[config.mk]
export PLATFORM = sky130hd
export DESIGN_NAME = multiCycleCtrl
export DESIGN_NICKNAME = d
export VERILOG_FILES = /design/src/rtl/mcCtrlPkg.sv /design/src/rtl/mcOpDecode.sv /design/src/rtl/mcStateSeq.sv /design/src/rtl/mcStrobeGen.sv /design/src/rtl/multiCycleCtrl.sv
export SDC_FILE = /design/constraint.sdc
export NUM_CORES = 1
export LEC_CHECK = 0
export BUFFER_PORTS_ARGS = -buffer_cell sky130_fd_sc_hd__buf_2
export CAP_MARGIN = 20
export CORE_MARGIN = 5
export CORE_UTILIZATION = 40
export CTS_BUF_LIST = sky130_fd_sc_hd__clkbuf_4 sky130_fd_sc_hd__clkbuf_8 sky130_fd_sc_hd__clkbuf_16
export DETAILED_ROUTE_END_ITERATION = 8
export PLACE_DENSITY_LB_ADDON = 0.15
export SLEW_MARGIN = 20
export SYNTH_ARGS = -nofsm -noshare
export SYNTH_HDL_FRONTEND = slang
export SYNTH_HIERARCHICAL = 1
export SYNTH_SLANG_ARGS = --single-unit
[constraint.sdc]
create_clock -name clk -period 1.56 [get_ports clk]
set_input_delay 0.312 -clock clk [delete_from_list [all_inputs] [get_ports clk]]
set_output_delay 0.312 -clock clk [all_outputs]
set_load 0.05 [all_outputs]
[src/rtl/mcCtrlPkg.sv]
package mcCtrlPkg;

  localparam int OPC_W   = 6;
  localparam int STATE_W = 4;
  localparam int SEL_W   = 2;

  typedef enum logic [STATE_W-1:0] {
    ST_FETCH  = 4'd0,
    ST_DECODE = 4'd1,
    ST_ADDR   = 4'd2,
    ST_LDMEM  = 4'd3,
    ST_LDWB   = 4'd4,
    ST_STMEM  = 4'd5,
    ST_REXE   = 4'd6,
    ST_RFIN   = 4'd7,
    ST_BRCH   = 4'd8,
    ST_JUMP   = 4'd9,
    ST_OREXE  = 4'd10,
    ST_ORFIN  = 4'd11
  } seqState_t;

  localparam logic [OPC_W-1:0] OPC_RTYPE = 6'b000000;
  localparam logic [OPC_W-1:0] OPC_BEQ   = 6'b000100;
  localparam logic [OPC_W-1:0] OPC_LOAD  = 6'b100011;
  localparam logic [OPC_W-1:0] OPC_STORE = 6'b101011;
  localparam logic [OPC_W-1:0] OPC_ORI   = 6'b001011;
  localparam logic [OPC_W-1:0] OPC_JUMP  = 6'b000010;

  typedef enum logic [2:0] {
    OPK_MEM  = 3'd0,
    OPK_REG  = 3'd1,
    OPK_BR   = 3'd2,
    OPK_JMP  = 3'd3,
    OPK_ORI  = 3'd4,
    OPK_BAD  = 3'd5
  } opKind_t;

  typedef enum logic [SEL_W-1:0] {
    ALU_ADD   = 2'b00,
    ALU_SUB   = 2'b01,
    ALU_FUNCT = 2'b10,
    ALU_OR    = 2'b11
  } aluOp_t;

  typedef enum logic [SEL_W-1:0] {
    PCS_SEQ    = 2'b00,
    PCS_BRANCH = 2'b01,
    PCS_JUMP   = 2'b10
  } pcSrc_t;

  typedef enum logic [SEL_W-1:0] {
    SRCB_FOUR  = 2'b00,
    SRCB_REGB  = 2'b01,
    SRCB_SHIMM = 2'b10,
    SRCB_IMM   = 2'b11
  } srcB_t;

  typedef struct packed {
    logic   pcWrite;
    logic   pcWriteCond;
    logic   irWrite;
    logic   memWrite;
    logic   addrSel;
    logic   regWrite;
    logic   regDst;
    logic   memToReg;
    logic   extSign;
    logic   tgtWrite;
    logic   aluSrcA;
    srcB_t  aluSrcB;
    pcSrc_t pcSrc;
    aluOp_t aluOp;
  } ctrlStrobes_t;

  localparam ctrlStrobes_t STROBES_IDLE = '{
    pcWrite: 1'b0, pcWriteCond: 1'b0, irWrite: 1'b0, memWrite: 1'b0,
    addrSel: 1'b0, regWrite: 1'b0, regDst: 1'b0, memToReg: 1'b0,
    extSign: 1'b0, tgtWrite: 1'b0, aluSrcA: 1'b0, aluSrcB: SRCB_FOUR,
    pcSrc: PCS_SEQ, aluOp: ALU_ADD
  };

endpackage

[src/rtl/mcOpDecode.sv]
module mcOpDecode
  import mcCtrlPkg::*;
(
  input  logic [OPC_W-1:0] opcode,
  output opKind_t          opKind,
  output logic             isLoad
);

  always_comb begin
    isLoad = 1'b0;
    case (opcode)
      OPC_LOAD:  begin opKind = OPK_MEM; isLoad = 1'b1; end
      OPC_STORE: opKind = OPK_MEM;
      OPC_RTYPE: opKind = OPK_REG;
      OPC_BEQ:   opKind = OPK_BR;
      OPC_JUMP:  opKind = OPK_JMP;
      OPC_ORI:   opKind = OPK_ORI;
      default:   opKind = OPK_BAD;
    endcase
  end

endmodule

[src/rtl/mcStateSeq.sv]
module mcStateSeq
  import mcCtrlPkg::*;
(
  input  logic      clk,
  input  logic      rst,
  input  opKind_t   opKind,
  input  logic      isLoad,
  output seqState_t curState
);

  seqState_t nextState;

  // Dispatch from decode: one target per instruction kind
  function automatic seqState_t decodeTarget(input opKind_t kind);
    case (kind)
      OPK_MEM: return ST_ADDR;
      OPK_REG: return ST_REXE;
      OPK_BR:  return ST_BRCH;
      OPK_JMP: return ST_JUMP;
      OPK_ORI: return ST_OREXE;
      default: return ST_FETCH;
    endcase
  endfunction

  always_comb begin
    case (curState)
      ST_FETCH:  nextState = ST_DECODE;
      ST_DECODE: nextState = decodeTarget(opKind);
      ST_ADDR:   nextState = isLoad ? ST_LDMEM : ST_STMEM;
      ST_LDMEM:  nextState = ST_LDWB;
      ST_REXE:   nextState = ST_RFIN;
      ST_OREXE:  nextState = ST_ORFIN;
      default:   nextState = ST_FETCH;
    endcase
  end

  always_ff @(posedge clk) begin
    if (rst) curState <= ST_FETCH;
    else     curState <= nextState;
  end

endmodule

[src/rtl/mcStrobeGen.sv]
module mcStrobeGen
  import mcCtrlPkg::*;
(
  input  seqState_t    curState,
  output ctrlStrobes_t strobes
);

  always_comb begin
    strobes = STROBES_IDLE;
    case (curState)
      ST_FETCH: begin
        strobes.pcWrite = 1'b1;
        strobes.irWrite = 1'b1;
      end
      ST_DECODE: begin
        strobes.tgtWrite = 1'b1;
        strobes.extSign  = 1'b1;
        strobes.aluSrcB  = SRCB_SHIMM;
      end
      ST_ADDR, ST_LDMEM, ST_LDWB, ST_STMEM: begin
        strobes.extSign  = 1'b1;
        strobes.aluSrcA  = 1'b1;
        strobes.aluSrcB  = SRCB_IMM;
        strobes.addrSel  = (curState == ST_LDMEM);
        strobes.regWrite = (curState == ST_LDWB);
        strobes.memToReg = (curState == ST_LDWB);
        strobes.memWrite = (curState == ST_STMEM);
      end
      ST_REXE, ST_RFIN: begin
        strobes.aluSrcA  = 1'b1;
        strobes.aluSrcB  = SRCB_REGB;
        strobes.aluOp    = ALU_FUNCT;
        strobes.regDst   = 1'b1;
        strobes.regWrite = (curState == ST_RFIN);
      end
      ST_BRCH: begin
        strobes.pcWriteCond = 1'b1;
        strobes.pcSrc       = PCS_BRANCH;
        strobes.aluOp       = ALU_SUB;
        strobes.aluSrcA     = 1'b1;
        strobes.aluSrcB     = SRCB_REGB;
      end
      ST_JUMP: begin
        strobes.pcWrite = 1'b1;
        strobes.pcSrc   = PCS_JUMP;
      end
      ST_OREXE, ST_ORFIN: begin
        strobes.aluOp    = ALU_OR;
        strobes.aluSrcA  = 1'b1;
        strobes.aluSrcB  = SRCB_IMM;
        strobes.regWrite = (curState == ST_ORFIN);
      end
      default: strobes = STROBES_IDLE;
    endcase
  end

endmodule

[src/rtl/multiCycleCtrl.sv]
module multiCycleCtrl
  import mcCtrlPkg::*;
(
  input  logic             clk,
  input  logic             rst,
  input  logic [OPC_W-1:0] opcode,
  output logic             pcWrite,
  output logic             pcWriteCond,
  output logic             irWrite,
  output logic             memWrite,
  output logic             addrSel,
  output logic             regWrite,
  output logic             regDst,
  output logic             memToReg,
  output logic             extSign,
  output logic             tgtWrite,
  output logic             aluSrcA,
  output logic [SEL_W-1:0] aluSrcB,
  output logic [SEL_W-1:0] pcSrc,
  output logic [SEL_W-1:0] aluOp
);

  opKind_t      opKind;
  logic         isLoad;
  seqState_t    curState;
  ctrlStrobes_t strobes;

  mcOpDecode  opDec  (.opcode(opcode), .opKind(opKind), .isLoad(isLoad));
  mcStateSeq  seq    (.clk(clk), .rst(rst), .opKind(opKind), .isLoad(isLoad),
                      .curState(curState));
  mcStrobeGen strGen (.curState(curState), .strobes(strobes));

  assign pcWrite     = strobes.pcWrite;
  assign pcWriteCond = strobes.pcWriteCond;
  assign irWrite     = strobes.irWrite;
  assign memWrite    = strobes.memWrite;
  assign addrSel     = strobes.addrSel;
  assign regWrite    = strobes.regWrite;
  assign regDst      = strobes.regDst;
  assign memToReg    = strobes.memToReg;
  assign extSign     = strobes.extSign;
  assign tgtWrite    = strobes.tgtWrite;
  assign aluSrcA     = strobes.aluSrcA;
  assign aluSrcB     = strobes.aluSrcB;
  assign pcSrc       = strobes.pcSrc;
  assign aluOp       = strobes.aluOp;

endmodule

==> run metrics, run 1 <==
register area share after synthesis=15.3%; initial antenna violation count=0; max FFs per register=4; Worst-Skew Late Latency=0.24 ns; CP endpoint kind=primary output; mean post-synth cell area=7.37 um^2; final setup fails=10; crit path max fanout=7; total grt overflow=0; Via-to-Cell Ratio=5.54; WL/cell=15.4 um; Multi-input gate area=between 500 and 600 um^2; largest net degree at the start of global routing=10; Tcrit/Tclk final=106%; Final Wtd Congestion=0.764; 1st-iter DRT viols=19; relative slew slack=roughly 80%; clk sinks=4; Max stage delay on crit path=roughly 0.40 ns; Synth Register Bits=4; synth warn=6; Synth Area in Compound Gates=20.8%; Num CTS Buffers=3; Worst path slowest cell=or3b_4; critical path's top delay family=simple AND/OR/NAND/NOR gates; P_leak=0.460 nW; Peak VDD IR=about 0.43 mV; DP Cell Count=122; top cell type's share of synthesized area=~15%; Power per Cell Area=556 nW/um^2; Post-Synth Adder-Cell Area=roughly 4.3%; largest family of logic cells by synthesized area=simple AND/OR/NAND/NOR gates; RSZ-0062 raised after global routing=true; Crit Path Class=flop to primary output; violated checks=setup timing; sequential cell area=95.1 um^2; Syn Std Cell Area=523 um^2; Largest Register=seq/curState; GRT Util Overall=17.3%; Initial Util=about two fifths; ANT cells=0; Clock Tree Buf Depth=2; Placement Setup Slack=-0.207 ns; vias in the first global route=637; fraction of synthesized cell area in xor and xnor cells=under 10%; CP bufs+invs=1; worst min path class=primary input to flop; Clk Tree Root Cell=clkbuf_4; Final WS setup=-0.0890 ns; synthesized net count=79; die height=46.2 um; count leader, synth=nor3_1; Max Cap Viol=0; DRC viols=0; post-synth cell types=34; first-pass GRT wire length=2730 um; final hold violations=0; I/O Buffers=24; Post-synth EDFFs=0; Area Growth Syn to Fin=103%; Setup crit start kind=flop; # fillers=74; Clock Skew=0.00865 ns; Arrival @ worst endpoint=1.34 ns; Mapped Cells=71; top post-synthesis cells by area=dfxtp_1, nor3_1, a211oi_1; asr flop ratio synth=0%; design area=1060 um^2; drt pass-1 iters=4; f_max=606 MHz; die area=2130 um^2; cells along the critical path=or3b_4 -> o211ai_1 -> buf_4; DP HPWL=1250 um; post-place instance area=873 um^2; # rows=13; Die Width=46.2 um; Post-Synth Simple-Gate Area=between 40% and 50%; Regs by FF count=seq/curState (4); post-synthesis mux area share=0%; routed wire length=2040 um; top cells by count, synth=nor3_1, nand2_1; CTS tree=built; layout net count=126; status=complete, but fails checks; vias=approximately 730; final non-filler cell total=132; worst slew pin tran=0.309 ns; Worst-path clk slew=roughly 0.05 ns; CTS H-tree lvls=1; Slew Limit Fails=0; total core area=1270 um^2; Top Ports=25; layout cells sized above 1=67.5%; top_reg_cell synth=dfxtp_1; Yosys top cell by area=dfxtp_1; Final min period=between 1.5 and 2 ns; Worst EP required=1.25 ns; ANT nets after route=0
[cell type report]
| class | instances | share of cell area, % |
|---|---|---|
| repair buffers | 47 | 36.2 |
| well taps | 15 | 1.77 |
| clock buffers | 4 | 2.83 |
| multi-input cells | 59 | 48.9 |
| flip-flops and latches | 4 | 8.95 |
| inverters | 3 | 1.41 |
[final timing paths]
kind | start | end | slack [ns] | cells past startpoint
min | rst | seq/curState[3] | 0.28 | 2
min reg2reg | seq/curState[3] | seq/curState[3] | 0.67 | 3
max | seq/curState[0] | aluSrcB[0] | -0.09 | 3
max reg2reg | seq/curState[1] | seq/curState[1] | 0.11 | 6
[what timing repair did]
item	CTS	global route
setup buffers	2	4
pin swaps	2	4
hold buffers	0	0
resized for setup	17	33
endpoints found under the setup margin	17	17
[kinds of logic after synthesis]
logic type                 count (synthesis)
xor gates and xnor gates                   3
DFF                                        4
adders and majority gates                  2
and+or+nand+nor                           39
AOI/OAI and AO/OA                         15
buffers and inverters                      8
[power breakdown]
group / total [mW] / internal [mW] / switching (mW)
clock: 0.168 / 0.114 / 0.0535
combinational: 0.310 / 0.128 / 0.182
sequential: 0.113 / 0.104 / 0.00940
total: 0.591 / 0.346 / 0.245
[through the flow]
stage	hold slack, ns	power, mW	setup TNS (ns)	util (%)
3_3_place_gp	0.544	0.371	-0.313	68.8
6_report	0.283	0.591	-0.380	83.7
2_1_floorplan	0.381	0.305	-1.06	-
5_1_grt	0.287	0.623	-0.974	83.7
3_5_place_dp	0.537	0.375	-0.442	68.8
4_1_cts	0.288	0.562	-0.206	75.4
[worst register-to-register path: cells and delay by family (launching register included)]
family | cells | cell delay (ns)
AOI/OAI and AO/OA | 2 | 0.40
buffers and inverters | 3 | 0.40
DFF | 1 | 0.36
and+or+nand+nor | 1 | 0.17
[layout by cell type, fill, tap and decap left out, types with 2 or more instances in the layout]
cell type	count
maj3_2	2
nor2_2	3
dfxtp_4	4
nand2b_4	2
buf_4	26
nor3b_1	3
nand2b_1	2
nand2_1	5
or3b_1	2
nor3_1	3
clkbuf_4	5
nor2b_1	2
nor3_2	4
a21oi_2	2
a211oi_1	3
xor2_1	2
inv_1	2
buf_6	13
o211ai_1	2
buf_2	7
nor3_4	3
[per-layer routing]
metal  routed length (um)  vias to the layer above  global-route usage [%]
met4                   23                        0                    5.11
met3                   83                        4                    2.73
li1                     -                      355                       -
met5                    0                        -                       0
met1                  878                      349                    20.4
met2                 1050                       23                    31.6
Power figures use the tool's default switching activity.
==> run 2, diff against run 1 <==
--- a/config.mk
+++ b/config.mk
@@ -7,13 +7,12 @@
 export LEC_CHECK = 0
 export BUFFER_PORTS_ARGS = -buffer_cell sky130_fd_sc_hd__buf_2
 export CAP_MARGIN = 20
-export CORE_MARGIN = 5
-export CORE_UTILIZATION = 40
+export CORE_AREA = 5 5 42 44
 export CTS_BUF_LIST = sky130_fd_sc_hd__clkbuf_4 sky130_fd_sc_hd__clkbuf_8 sky130_fd_sc_hd__clkbuf_16
 export DETAILED_ROUTE_END_ITERATION = 8
+export DIE_AREA = 0 0 47 49
 export PLACE_DENSITY_LB_ADDON = 0.15
 export SLEW_MARGIN = 20
 export SYNTH_ARGS = -nofsm -noshare
 export SYNTH_HDL_FRONTEND = slang
-export SYNTH_HIERARCHICAL = 1
 export SYNTH_SLANG_ARGS = --single-unit
==> run metrics, run 2 <==
reg-to-reg setup timing slack=-0.06 ns (was 0.11 ns); max FFs per register=4 (unchanged); GRT Util Overall=14.8% (was 17.3%); synth warn=0 (was 6); post-synth cell types=32 (was 34); mean post-synth cell area=7.01 um^2 (was 7.37 um^2); total core area=1400 um^2 (was 1270 um^2); routed wire length=2060 um (was 2040 um); layout net count=117 (was 126); CTS tree=built (unchanged); Clock Skew=0.0137 ns (was 0.00865 ns); Largest Register=seq.curState (was seq/curState); crit path max fanout=8 (was 7); P_leak=0.462 nW (was 0.460 nW); top cells by count, synth=nor3_1, nor2_1, a21oi_1 (was nor3_1, nand2_1); vias=680 (was 731); CTS H-tree lvls=1 (unchanged); met2 routed WL=1190 um (was 1050 um); clk sinks=4 (unchanged); top cell type's share of synthesized area=17.3% (was 15.3%); RSZ-0062 raised after global routing=true (unchanged); Final min period=1.69 ns (was 1.65 ns); vias in the first global route=601 (was 637); WL/cell=16.6 um (was 15.4 um); cells along the critical path=buf_12 -> nand2b_4 -> nor3_4 -> buf_6 (was or3b_4 -> o211ai_1 -> buf_4); CTS Hold Bufs=0 (unchanged); Synth Register Bits=4 (unchanged); # rows=14 (was 13); CP endpoint kind=primary output (unchanged); asr flop ratio synth=0% (unchanged); final setup fails=16 (was 10); first-pass GRT wire length=2490 um (was 2730 um); Worst path slowest cell=dfxtp_4 (was or3b_4); final hold violations=0 (unchanged); synthesized net count=74 (was 79); setup total negative slack=-1.15 ns (was -0.380 ns); initial antenna violation count=0 (unchanged); most frequent cells in the layout=buf_6, buf_4, buf_2 (was buf_4, buf_6, buf_2); Worst-Skew Late Latency=0.25 ns (was 0.24 ns); Slew Limit Fails=0 (unchanged); Syn Std Cell Area=463 um^2 (was 523 um^2); Post-synth EDFFs=0 (unchanged); top post-synthesis cells by area=dfxtp_1, nor3_1, nor2_1 (was dfxtp_1, nor3_1, a211oi_1); Peak VDD IR=0.510 mV (was 0.429 mV); Top Ports=25 (unchanged); Crit Path Class=flop to primary output (unchanged); Clock Tree Buf Depth=2 (unchanged); met1 WL=703 um (was 878 um); DP HPWL=1120 um (was 1250 um); Initial Util=33.0% (was 41.2%); Clk Tree Root Cell=clkbuf_4 (unchanged); ANT cells=0 (unchanged); Max Cap Viol=0 (unchanged); Arrival @ worst endpoint=1.38 ns (was 1.34 ns); Worst EP required=1.25 ns (about the same); layout cells sized above 1=77.8% (was 67.5%); Area Growth Syn to Fin=158% (was 103%); Final WS setup=-0.131 ns (was -0.0890 ns); f_max=591 MHz (was 606 MHz); post-layout util=85.3% (was 83.7%); 1st-iter DRT viols=10 (was 19); Tcrit/Tclk final=108% (was 106%); largest net degree at the start of global routing=12 (was 10); commonest non-fill, non-tap cell in the layout=buf_6 (was buf_4); Power per Cell Area=427 nW/um^2 (was 556 nW/um^2); relative slew slack=77.6% (was 79.3%); Highest Signal Layer=met4 (unchanged); die height=49 um (was 46.2 um); post-place instance area=840 um^2 (was 873 um^2); Die Width=47 um (was 46.2 um); design area=1190 um^2 (was 1060 um^2); register area share after synthesis=17.3% (was 15.3%); Mapped Cells=66 (was 71); total grt overflow=0 (unchanged); Setup crit start kind=flop (unchanged); status=complete, but fails checks (unchanged); Regs by FF count=seq.curState (4) (was seq/curState (4)); Worst-path clk slew=0.05 ns (about the same); I/O Buffers=24 (unchanged); Yosys top cell by area=dfxtp_1 (unchanged); worst slew pin tran=0.332 ns (was 0.309 ns); Num CTS Buffers=3 (unchanged); final non-filler cell total=124 (was 132); violated checks=setup timing (unchanged); Max stage delay on crit path=0.35 ns (was 0.40 ns); drt pass-1 iters=4 (unchanged); count leader, synth=nor3_1 (unchanged); ANT nets after route=0 (unchanged); top_reg_cell synth=dfxtp_1 (unchanged); # fillers=74 (unchanged); DP Cell Count=112 (was 122); Via-to-Cell Ratio=5.48 (was 5.54); Tot Pwr=0.510 mW (was 0.591 mW); DRC viols=0 (unchanged); die area=2300 um^2 (was 2130 um^2); Final Wtd Congestion=0.738 (was 0.764); met3 wire length=135 um (was 83 um); worst min path class=primary input to flop (unchanged)
==> run 2: cell types whose count changed after synthesis, moves of 3 or more <==
cell,before,now
a21oi_1,2,5
or3b_1,3,0
nor2_1,4,7
nor3b_1,3,0
clkbuf_1,0,3
==> run 2: path summary, 6_finish.rpt <==
| check | start | endpoint | depth (start not counted) |
|---|---|---|---|
| worst min register to register | seq.curState[0] | seq.curState[3] | 2 |
| worst max-delay path | seq.curState[3] | memToReg | 4 |
| worst max register to register | seq.curState[1] | seq.curState[3] | 4 |
| worst min-delay path | rst | seq.curState[2] | 2 |
==> run 2: cell families (layout without fill, tap and decap cells) <==
group / count (synthesis) / in the layout / synth area share [%]
flops: 4 / 4 / 17.3
simple gates: 32 / 32 / 40.0
buf+inv: 9 / 51 / 9.73
xor+xnor: 2 / 2 / 3.78
fa+ha+maj: 2 / 2 / 4.32
compound gates: 17 / 17 / 24.9
==> run 2: layer usage <==
metal	GRT usage, %	up-vias
met2	26.0	26
met5	0	-
met1	15.6	320
met3	3.32	4
met4	6.91	0
li1	-	330
==> run 2: metrics by stage <==
stage | setup WS, ns | hold slack [ns]
floorplan | -0.118 | 0.391
global placement | 0.0543 | 0.527
detailed placement | 0.0408 | 0.532
CTS | -0.129 | 0.263
global route | -0.189 | 0.286
finish | -0.131 | 0.290
==> run 2: where the power goes <==
| part | switching (mW) | total (mW) | internal (mW) |
|---|---|---|---|
| clock | 0.0553 | 0.169 | 0.114 |
| sequential | 0.00392 | 0.107 | 0.103 |
| combinational | 0.134 | 0.234 | 0.0994 |
==> run 2: what timing repair did <==
action	CTS	global route
gates resized for setup	44	25
gates cloned	0	1
buffers inserted	2	5
endpoints found under the hold margin	0	0
setup endpoints to repair	17	20
pin swaps	5	9
==> run 2: area by class of cell <==
| cell class | instances | area (um^2) | area share (%) |
|---|---|---|---|
| multi-input combinational | 53 | 571 | 47.7 |
| tap | 16 | 20.0 | 1.68 |
| timing repair buffer | 44 | 469 | 39.3 |
| inverter | 3 | 15.0 | 1.26 |
| clock buffer | 4 | 30.0 | 2.51 |
| sequential | 4 | 90.1 | 7.54 |
==> run 2: worst max-delay path, delay by kind of cell, from the launching register on <==
kind,cells,cell delay [ns]
buf+inv,2,0.32
simple gates,2,0.45
flops,1,0.35
==> run 3, diff against run 2 <==
--- a/config.mk
+++ b/config.mk
@@ -6,7 +6,6 @@
 export NUM_CORES = 1
 export LEC_CHECK = 0
 export BUFFER_PORTS_ARGS = -buffer_cell sky130_fd_sc_hd__buf_2
-export CAP_MARGIN = 20
 export CORE_AREA = 5 5 42 44
 export CTS_BUF_LIST = sky130_fd_sc_hd__clkbuf_4 sky130_fd_sc_hd__clkbuf_8 sky130_fd_sc_hd__clkbuf_16
 export DETAILED_ROUTE_END_ITERATION = 8
==> constraint.sdc (replaced) <==
create_clock -name clk -period 1.56 [get_ports clk]
set_input_delay 0.156 -clock clk [delete_from_list [all_inputs] [get_ports clk]]
set_output_delay 0.156 -clock clk [all_outputs]
set_load 0.05 [all_outputs]
==> run metrics, run 3 (synthesis results as in run 2) <==
status=complete, no violations (was complete, but fails checks); Arrival @ worst endpoint=1.36 ns (was 1.38 ns); Slew Limit Fails=0 (unchanged); Regs by FF count=seq.curState (4) (unchanged); final hold violations=0 (unchanged); Top Ports=25 (unchanged); ANT nets after route=0 (unchanged); # fillers=127 (was 74); DRC viols=0 (unchanged); cells along the critical path=buf_6 -> clkinvlp_4 -> buf_4 -> a21oi_2 -> buf_2 (was buf_12 -> nand2b_4 -> nor3_4 -> buf_6); P_leak=0.345 nW (was 0.462 nW); Largest Register=seq.curState (unchanged); max FFs per register=4 (unchanged); # rows=14 (unchanged); Max Cap Viol=0 (unchanged); final setup fails=0 (was 16); Worst-path clk slew=0.04 ns (was 0.05 ns); CTS H-tree lvls=1 (unchanged); crit path max fanout=4 (was 8); drt pass-1 iters=4 (unchanged); CP endpoint kind=primary output (unchanged); Setup crit start kind=flop (unchanged); Final WS setup=0.0411 ns (was -0.131 ns); commonest non-fill, non-tap cell in the layout=buf_2 (was buf_6); worst slew pin tran=0.328 ns (was 0.332 ns); I/O Buffers=24 (unchanged); most frequent cells in the layout=buf_2, buf_4, nor2_1 (was buf_6, buf_4, buf_2); Worst EP required=1.40 ns (was 1.25 ns); CP Depth=5 (was 4); first-pass GRT wire length=2230 um (was 2490 um); layout cells sized above 1=62.5% (was 77.8%); design area=830 um^2 (was 1190 um^2); Max stage delay on crit path=0.34 ns (was 0.35 ns); Initial Util=33.0% (unchanged); routed wire length=1440 um (was 2060 um); initial antenna violation count=0 (unchanged); die height=49 um (unchanged); final non-filler cell total=112 (was 124); Worst-Skew Late Latency=0.23 ns (was 0.25 ns); CTS tree=built (unchanged); Via-to-Cell Ratio=5.32 (was 5.48); critical path's top delay family=buffers and inverters (was simple AND/OR/NAND/NOR gates); CTS Hold Bufs=0 (unchanged); DP HPWL=1040 um (was 1120 um); WL/cell=12.9 um (was 16.6 um); cells on worst reg2reg path=3 (was 4); Area Growth Syn to Fin=79.2% (was 158%); Num CTS Buffers=3 (unchanged); worst min path class=primary input to flop (unchanged); ANT cells=0 (unchanged); CP bufs+invs=4 (was 2); Power per Cell Area=489 nW/um^2 (was 427 nW/um^2); Clk Tree Root Cell=clkbuf_4 (unchanged); layout net count=106 (was 117); Final Wtd Congestion=0.847 (was 0.738); total core area=1400 um^2 (unchanged); vias=596 (was 680); die area=2300 um^2 (unchanged); 1st-iter DRT viols=3 (was 10); Placement Setup Slack=0.0570 ns (was 0.0408 ns); DP Cell Count=106 (was 112); RSZ-0062 raised after global routing=true (unchanged); GRT Util Overall=12.5% (was 14.8%); Tcrit/Tclk final=97.4% (was 108%); post-place instance area=688 um^2 (was 840 um^2); Hold Crit Depth=2 (unchanged); relative slew slack=77.8% (was 77.6%); Worst path slowest cell=dfxtp_1 (was dfxtp_4); Die Width=47 um (unchanged); Peak VDD IR=0.308 mV (was 0.510 mV); vias in the first global route=564 (was 601); Crit Path Class=flop to primary output (unchanged); total grt overflow=0 (unchanged); Clock Tree Buf Depth=2 (unchanged); Final min period=1.52 ns (was 1.69 ns); Clock Skew=0.00396 ns (was 0.0137 ns); clk sinks=4 (unchanged); f_max=658 MHz (was 591 MHz); final hold slack=0.186 ns (was 0.290 ns); largest net degree at the start of global routing=18 (was 12)
-- run 3: cell count changes in the layout (fill, tap and decap cells not counted), moves of 3 or more --
cell and delta:
buf_2 +7, buf_4 +5, buf_12 -3, nor2_4 -3, nor2_1 +4, buf_6 -19
dfxtp_1 +3, nor3_4 -3, nand2_4 -3
-- run 3: final cells by class --
class                           instances  area [um^2]  share of cell area (%)
Multi-Input combinational cell         53          455                    54.9
Timing Repair Buffer                   33          235                    28.4
Sequential cell                         4         81.3                    9.80
Clock buffer                            3         22.5                    2.71
Tap cell                               16         20.0                    2.41
Inverter                                3         15.0                    1.81
-- run 3: what timing repair did --
action                                  in CTS  in global routing
setup buffers                                0                  3
endpoints found under the setup margin      13                 13
gates resized for setup                     14                 13
pin swaps                                    0                  2
-- run 3: final timing paths --
check	startpoint	to	slack (ns)
max	seq.curState[1]	aluOp[0]	0.04
min	rst	seq.curState[2]	0.19
max reg2reg	seq.curState[3]	seq.curState[3]	0.04
min reg2reg	seq.curState[3]	seq.curState[1]	0.72
-- run 3: where the power goes --
part	leakage [nW]	total [mW]	internal, mW	switching, mW
sequential	0.0328	0.108	0.106	0.00231
clock	0.0138	0.129	0.0861	0.0427
combinational	0.298	0.168	0.0591	0.109
-- run 3: per-layer routing --
layer / up-vias / GRT usage [%] / share of wire [%]
met5: - / 0 / 0
met4: 0 / 5.99 / 0.48
met3: 2 / 1.85 / 7.5
met2: 24 / 21.0 / 52
met1: 264 / 14.5 / 40
li1: 306 / - / -
-- run 3: stage by stage --
stage	setup TNS (ns)	power, mW	util, %
3_5_place_dp	0	0.263	49.1
6_report	0	0.405	59.2
2_1_floorplan	-1.49	0.219	-
5_1_grt	-0.0870	0.435	59.2
4_1_cts	0	0.401	53.7
3_3_place_gp	0	0.262	49.1
